File: config.mk
export PLATFORM = sky130hd
export DESIGN_NAME = dbgtx_top
export DESIGN_NICKNAME = d
export VERILOG_FILES = /design/src/rtl/dbgtx_pkg.sv /design/src/rtl/dbgtx_line_qual.sv /design/src/rtl/dbgtx_bit_timer.sv /design/src/rtl/dbgtx_drive_sched.sv /design/src/rtl/dbgtx_top.sv
export SDC_FILE = /design/constraint.sdc
export NUM_CORES = 1
export LEC_CHECK = 0
export BUFFER_PORTS_ARGS = -buffer_cell sky130_fd_sc_hd__buf_2
export CAP_MARGIN = 15
export CORE_MARGIN = 4
export CORE_UTILIZATION = 55
export DETAILED_ROUTE_END_ITERATION = 7
export GPL_ROUTABILITY_DRIVEN = 0
export GPL_TIMING_DRIVEN = 0
export PLACE_DENSITY_LB_ADDON = 0.08
export RECOVER_POWER = 25
export SLEW_MARGIN = 20
export SYNTH_ARGS = -nofsm -noshare
export SYNTH_HDL_FRONTEND = slang
export SYNTH_SLANG_ARGS = --single-unit
export TNS_END_PERCENT = 100
File: constraint.sdc
create_clock -name clk -period 4.16 [get_ports clk]
set_input_delay 0.208 -clock clk [delete_from_list [all_inputs] [get_ports clk]]
set_output_delay 0.208 -clock clk [all_outputs]
set_load 0.005 [all_outputs]
File: src/rtl/dbgtx_pkg.sv
package dbgtx_pkg;
  typedef enum logic [1:0] {
    ST_IDLE   = 2'd0,
    ST_LOADED = 2'd1,
    ST_SEND   = 2'd2
  } tx_state_e;
endpackage

File: src/rtl/dbgtx_line_qual.sv
// Synchronizes the debug line and qualifies host slot starts.
module dbgtx_line_qual #(
  parameter int SYNC_STAGES = 2,
  parameter int MIN_LOW     = 2
) (
  input  logic clk,
  input  logic rst,
  input  logic line_in,
  input  logic mask,
  output logic start_seen
);
  localparam int LR_W = $clog2(MIN_LOW + 1);

  logic [SYNC_STAGES-1:0] sync_q;
  logic [LR_W-1:0]        low_run;
  logic                   high_seen;
  logic                   line_s;

  assign line_s     = sync_q[SYNC_STAGES-1];
  assign start_seen = !mask && high_seen && !line_s && (low_run == LR_W'(MIN_LOW - 1));

  always_ff @(posedge clk) begin
    if (rst) begin
      sync_q    <= '1;
      low_run   <= '0;
      high_seen <= 1'b0;
    end else begin
      sync_q <= {sync_q[SYNC_STAGES-2:0], line_in};
      if (mask) begin
        low_run   <= '0;
        high_seen <= 1'b0;
      end else if (line_s) begin
        low_run   <= '0;
        high_seen <= 1'b1;
      end else if (start_seen) begin
        low_run   <= '0;
        high_seen <= 1'b0;
      end else if (high_seen && (low_run < LR_W'(MIN_LOW - 1))) begin
        low_run <= low_run + 1'b1;
      end
    end
  end

  // a qualified start follows at least two low samples
  assert_two_low_R3: assert property (@(posedge clk) disable iff (rst)
    start_seen |-> (!line_s && $past(!line_s)));
endmodule

File: src/rtl/dbgtx_bit_timer.sv
// Counts debug-clock cycles from the perceived slot start.
module dbgtx_bit_timer #(
  parameter int FRAME_LEN = 14,
  parameter int CNT_W     = $clog2(FRAME_LEN)
) (
  input  logic             clk,
  input  logic             rst,
  input  logic             start,
  output logic             run_nxt,
  output logic [CNT_W-1:0] cnt_nxt,
  output logic             finish
);
  localparam logic [CNT_W-1:0] LAST = CNT_W'(FRAME_LEN - 1);

  logic             run_q;
  logic [CNT_W-1:0] cnt_q;

  assign finish = run_q && (cnt_q == LAST);

  always_comb begin
    run_nxt = run_q;
    cnt_nxt = cnt_q;
    if (start) begin
      run_nxt = 1'b1;
      cnt_nxt = '0;
    end else if (run_q) begin
      if (cnt_q == LAST) begin
        run_nxt = 1'b0;
        cnt_nxt = '0;
      end else begin
        cnt_nxt = cnt_q + 1'b1;
      end
    end
  end

  always_ff @(posedge clk) begin
    if (rst) begin
      run_q <= 1'b0;
      cnt_q <= '0;
    end else begin
      run_q <= run_nxt;
      cnt_q <= cnt_nxt;
    end
  end

  // slot cycles advance by one per clock while running
  assert_count_step_R4: assert property (@(posedge clk) disable iff (rst)
    (run_q && $past(run_q) && !$past(finish)) |-> (cnt_q == $past(cnt_q) + 1'b1));
endmodule

File: src/rtl/dbgtx_drive_sched.sv
// Maps slot cycle and bit value to the pin drive pair.
module dbgtx_drive_sched #(
  parameter int CNT_W        = 4,
  parameter int SPEEDUP_ONE  = 7,
  parameter int ZERO_LOW_END = 13
) (
  input  logic             active,
  input  logic             bit_val,
  input  logic [CNT_W-1:0] cnt,
  output logic             oe,
  output logic             val
);
  always_comb begin
    oe  = 1'b0;
    val = 1'b0;
    if (active) begin
      if (bit_val) begin
        if (cnt == CNT_W'(SPEEDUP_ONE)) begin
          oe  = 1'b1;
          val = 1'b1;
        end
      end else if (cnt < CNT_W'(ZERO_LOW_END)) begin
        oe = 1'b1;
      end else if (cnt == CNT_W'(ZERO_LOW_END)) begin
        oe  = 1'b1;
        val = 1'b1;
      end
    end
  end
endmodule

File: src/rtl/dbgtx_top.sv
module dbgtx_top #(
  parameter int SYNC_STAGES  = 2,
  parameter int MIN_LOW      = 2,
  parameter int SPEEDUP_ONE  = 7,
  parameter int ZERO_LOW_END = 13
) (
  input  logic clk,
  input  logic rst,
  input  logic line_in,
  input  logic bit_in,
  input  logic bit_valid,
  output logic bit_ready,
  output logic pin_oe,
  output logic pin_out,
  output logic done
);
  import dbgtx_pkg::*;

  localparam int FRAME_LEN = ZERO_LOW_END + 1;
  localparam int CNT_W     = $clog2(FRAME_LEN);

  tx_state_e        state, state_nxt;
  logic             bit_q, bit_nxt;
  logic             qual_start, slot_start;
  logic             run_nxt, finish;
  logic [CNT_W-1:0] cnt_nxt;
  logic             oe_nxt, val_nxt;

  dbgtx_line_qual #(.SYNC_STAGES(SYNC_STAGES), .MIN_LOW(MIN_LOW)) u_qual (
    .clk(clk), .rst(rst), .line_in(line_in),
    .mask(state == ST_SEND), .start_seen(qual_start)
  );

  assign slot_start = qual_start && (state == ST_LOADED);

  dbgtx_bit_timer #(.FRAME_LEN(FRAME_LEN), .CNT_W(CNT_W)) u_timer (
    .clk(clk), .rst(rst), .start(slot_start),
    .run_nxt(run_nxt), .cnt_nxt(cnt_nxt), .finish(finish)
  );

  always_comb begin
    state_nxt = state;
    bit_nxt   = bit_q;
    case (state)
      ST_IDLE: if (bit_valid) begin
        state_nxt = ST_LOADED;
        bit_nxt   = bit_in;
      end
      ST_LOADED: if (slot_start) state_nxt = ST_SEND;
      ST_SEND:   if (finish) state_nxt = ST_IDLE;
      default:   state_nxt = ST_IDLE;
    endcase
  end

  dbgtx_drive_sched #(.CNT_W(CNT_W), .SPEEDUP_ONE(SPEEDUP_ONE),
                      .ZERO_LOW_END(ZERO_LOW_END)) u_sched (
    .active(run_nxt), .bit_val(bit_nxt), .cnt(cnt_nxt),
    .oe(oe_nxt), .val(val_nxt)
  );

  always_ff @(posedge clk) begin
    if (rst) begin
      state     <= ST_IDLE;
      bit_q     <= 1'b0;
      pin_oe    <= 1'b0;
      pin_out   <= 1'b0;
      done      <= 1'b0;
      bit_ready <= 1'b1;
    end else begin
      state     <= state_nxt;
      bit_q     <= bit_nxt;
      pin_oe    <= oe_nxt;
      pin_out   <= val_nxt;
      done      <= finish;
      bit_ready <= (state_nxt == ST_IDLE);
    end
  end

  // speedup pulse is a single cycle
  assert_speedup_single_R7: assert property (@(posedge clk) disable iff (rst)
    (pin_oe && pin_out) |=> !(pin_oe && pin_out));
  // drive only while a sequence runs
  assert_oe_in_send_R7: assert property (@(posedge clk) disable iff (rst)
    pin_oe |-> (state == ST_SEND));
  // done is a one-cycle strobe after a sequence
  assert_done_pulse_R8: assert property (@(posedge clk) disable iff (rst)
    done |=> !done);
  assert_done_after_send_R8: assert property (@(posedge clk) disable iff (rst)
    done |-> $past(state == ST_SEND));
  // a sequence only starts from a loaded bit
  assert_send_from_loaded_R9: assert property (@(posedge clk) disable iff (rst)
    $rose(state == ST_SEND) |-> ($past(state) == ST_LOADED));
endmodule

==> flow_summary_export.csv <==
group,metric,value,unit
worst_setup_path,worst-r2r-cell-count,6,
worst_setup_path,critical_path_class,"flip-flop to flip-flop",
clock_tree,cts_hold_buf,0,
worst_setup_path,critical_path.max_stage_delay,510,ps
detailed_routing,via_count,617,
detailed_routing,wl_per_cell,12.0,um
die,die_w,45.8,um
cells_and_area,drive_above_1_share,19.2,%
worst_setup_path,highest_fanout_seen_on_the_critical_path,4,
logic_synthesis,netlist_instances,87,
logic_synthesis,yosys_register_bits,17,
timing,final_hold_vios,0,
detailed_routing,first_iter_violations,6,
worst_setup_path,crit_path_launch_type,"flip-flop",
clock_tree,cts.reportedPaths.clkPinSlew,100,ps
timing,worst_clock_skew,1.79,ps
detailed_routing,drt_pre_antenna_iters,4,
power,irDropWorstVdd,0.206,mV
global_route,grt_overflow,0,
worst_setup_path,endpoint_kind,"flip-flop",
job,cap_viol_max_count,0,
global_route,first_global_vias,556,
logic_synthesis,synth.avg_cell_area,9.03,sq um
timing,setup_ws,2470,ps
global_route,grt_start_max_net_pins,11,
timing,timing_worst_slew_pin_value,367,ps
detailed_routing,antenna_violating_nets_post_route,0,
die,floorplan.core_area,1320,sq um
logic_synthesis,ys_seq_area_share,43.3,%
clock_tree,max-clock-path-buffers,2,
min_path,worstHoldStart,"line_in",
timing,grt_setup_unrepaired,"false",
place,place_ws,2500,ps
logic_synthesis,synthFlopType,"sky130_fd_sc_hd__dfxtp_1",
logic_synthesis,ys_types,33,
worst_setup_path,crit_start,"u_qual.low_run[1]",
logic_synthesis,yosys_warnings,0,
worst_setup_path,critical-path-slowest-cell,"sky130_fd_sc_hd__or4_1",
cells_and_area,final_core_util,66.0,%
logic_synthesis,synth_mux_area_share,1.91,%
timing,finalSetupTns,0,ps
status,outcome,"completed",
die,die_h,45.8,um
logic_synthesis,synth_simple_gate_area_share,24.8,%
logic_synthesis,syn-cell-area,786,sq um
clock_tree,clockRootBuffer,"sky130_fd_sc_hd__clkbuf_4",
die,die-area,2100,sq um
detailed_routing,routed_wirelength,1370,um
clock_tree,insertion_delay,290,ps
logic_synthesis,main_combinational_cell_family_by_area_after_synthesis,"simple AND/OR/NAND/NOR gates",
die,pin_count,9,
detailed_routing,drt_drc_violations_left,0,
logic_synthesis,synth_compound_area_share,20.2,%
die,num_rows,13,
logic_synthesis,synth.top_cells.by_area,"sky130_fd_sc_hd__dfxtp_1 (43%), sky130_fd_sc_hd__nor2_1 (3.8%), sky130_fd_sc_hd__nand2_1 (3.3%), sky130_fd_sc_hd__nand4b_1 (3.3%), sky130_fd_sc_hd__a21oi_1 (3.2%)",
die,starting_density,59.6,%
logic_synthesis,synth_edf_count,0,
clock_tree,post-cts-setup-buffers,0,
logic_synthesis,synthDominantAreaCellType,"sky130_fd_sc_hd__dfxtp_1",
worst_setup_path,path_cells,"inv_1 > ha_1 > nand4b_1 > nor2_1 > or4_1 > and3_1",
logic_synthesis,synthesis.nets,94,
worst_setup_path,critical_path.reg2reg.startpoint,"u_qual.low_run[1]",
clock_tree,clkSinkCount,17,
timing,finalCriticalPeriod,1690,ps
logic_synthesis,synth.top_cell.area_share,43.3,%
clock_tree,cts_inserted_buffers,3,
cells_and_area,flow.area_growth_from_synthesis,10.7,%
worst_setup_path,critPathArrivalTime,1890,ps
logic_synthesis,synthAdderAreaFrac,3.18,%
min_path,hold_class,"primary input to flip-flop",
clock_tree,post_cts.resized_instances,0,
timing,final.period_utilization,40.7,%
global_route,grt_pass1_wl,2300,um
global_route,antenna_violations_before_repair,0,
cells_and_area,antennaDiodeCount,0,
logic_synthesis,synth_xor_xnor_area_share,2.23,%
global_route,gr-usage-all-layers,15.8,%
power,power.density,314,nW/um^2
clock_tree,tritoncts,"done",
place,buffer_ports.inserted,8,
cells_and_area,finish.net_count,107,
power,total_leakage_power,0.000336,uW
timing,timing.max_slew.rel_slack,75.6,%
cells_and_area,fillerInstances,106,
clock_tree,cts.htree.levels,1,
timing,timing.fmax,0.590,GHz
timing,hold_ws,95.4,ps
timing,finalMaxSlewViolations,0,
worst_setup_path,required,4350,ps
timing,setup_violations,0,
detailed_routing,viasPerCell,5.41,
logic_synthesis,synth-async-reset-ratio,0,%
min_path,worstHoldPathCells,2,
place,dpl.hpwl,1020,um
## logic make-up after synthesis
| group | count (synthesis) |
|---|---|
| AND/OR/NAND/NOR | 35 |
| AO/OA/AOI/OAI | 22 |
| flip-flops | 17 |
| buffers and inverters | 8 |
| XOR/XNOR | 2 |
| adder cells (fa/ha/maj) | 2 |
| multiplexers | 1 |
## sequential cells by signal (all words and copies together) (netlist names)
signal,flops
u_qual.low_run,2
u_timer.run_q,1
bit_ready,1
pin_out,1
u_timer.cnt_q,4
u_qual.sync_q,2
u_qual.high_seen,1
state,2
done,1
bit_q,1
pin_oe,1
## worst paths after layout
| check | to | slack (ps) |
|---|---|---|
| max reg2reg | pin_oe | 2470 |
| min reg2reg | u_qual.sync_q[1] | 420 |
| min | u_qual.sync_q[0] | 100 |
| max | pin_oe | 2470 |
## power by group
part           internal (uW)  switching (uW)  total, uW
clock                   35.8            52.2       88.0
combinational           8.48            7.42       15.9
sequential               166            2.69        169
## final cells by class
cell class                      instances  area (sq um)  area share (%)
Multi-Input combinational cell         62           412            47.3
Sequential cell                        17           340            39.1
Timing Repair Buffer                    8          37.5            4.32
Clock buffer                            3          22.5            2.59
Buffer                                  5          22.5            2.59
Tap cell                               15          18.8            2.16
Inverter                                3          11.3            1.29
Clock inverter                          1          5.00           0.576
## synthesized netlist by cell type (2+ instances only)
library cell / count
sky130_fd_sc_hd__buf_2: 2
sky130_fd_sc_hd__a21oi_1: 5
sky130_fd_sc_hd__nand2b_1: 4
sky130_fd_sc_hd__a21o_1: 2
sky130_fd_sc_hd__o21ai_0: 4
sky130_fd_sc_hd__dfxtp_1: 17
sky130_fd_sc_hd__ha_1: 2
sky130_fd_sc_hd__nand4b_1: 3
sky130_fd_sc_hd__o21bai_1: 2
sky130_fd_sc_hd__or2_2: 3
sky130_fd_sc_hd__clkbuf_1: 2
sky130_fd_sc_hd__xnor2_1: 2
sky130_fd_sc_hd__a21boi_0: 2
sky130_fd_sc_hd__nor2b_1: 3
sky130_fd_sc_hd__nor2_1: 8
sky130_fd_sc_hd__inv_1: 3
sky130_fd_sc_hd__nand2_1: 7
## stage by stage
stage | power, uW | std cells | instance area [sq um]
final | 273 | 114 | 870
after global routing | 285 | 114 | 870
after CTS | 275 | 114 | 872
after detailed placement | 189 | 110 | 845
after global placement | 188 | 110 | 845
after floorplan | 183 | 87 | 786
## critical path: cells and delay by family, from the launching register on
kind                       cells  cell delay (ps)
and+or+nand+nor                4              970
buffers and inverters          1               60
DFF                            1              350
adders and majority gates      1              210
## per-layer routing
layer / up-vias / wire (um) / track usage (%)
met4: 0 / 40 / 11.9
li1: 326 / - / -
met1: 269 / 676 / 20.5
met3: 5 / 73 / 3.95
met5: - / 0 / 0
met2: 17 / 582 / 22.3
## layout by cell type, fill, tap and decap left out, types with 2 or more instances in the layout
master / netlist / final
sky130_fd_sc_hd__o21ai_0: 4 / 4
sky130_fd_sc_hd__dfxtp_1: 17 / 17
sky130_fd_sc_hd__a21oi_1: 5 / 5
sky130_fd_sc_hd__or2_2: 3 / 3
sky130_fd_sc_hd__xnor2_1: 2 / 2
sky130_fd_sc_hd__a21boi_0: 2 / 2
sky130_fd_sc_hd__inv_1: 3 / 3
sky130_fd_sc_hd__o21bai_1: 2 / 2
sky130_fd_sc_hd__nor2_1: 8 / 8
sky130_fd_sc_hd__ha_1: 2 / 2
sky130_fd_sc_hd__clkbuf_1: 2 / 4
sky130_fd_sc_hd__nand2b_1: 4 / 4
sky130_fd_sc_hd__a21o_1: 2 / 2
sky130_fd_sc_hd__buf_2: 2 / 8
sky130_fd_sc_hd__clkbuf_4: 0 / 3
sky130_fd_sc_hd__nor2b_1: 3 / 3
sky130_fd_sc_hd__nand2_1: 7 / 7
sky130_fd_sc_hd__nand4b_1: 3 / 3
(Power assumes the default switching activity.)
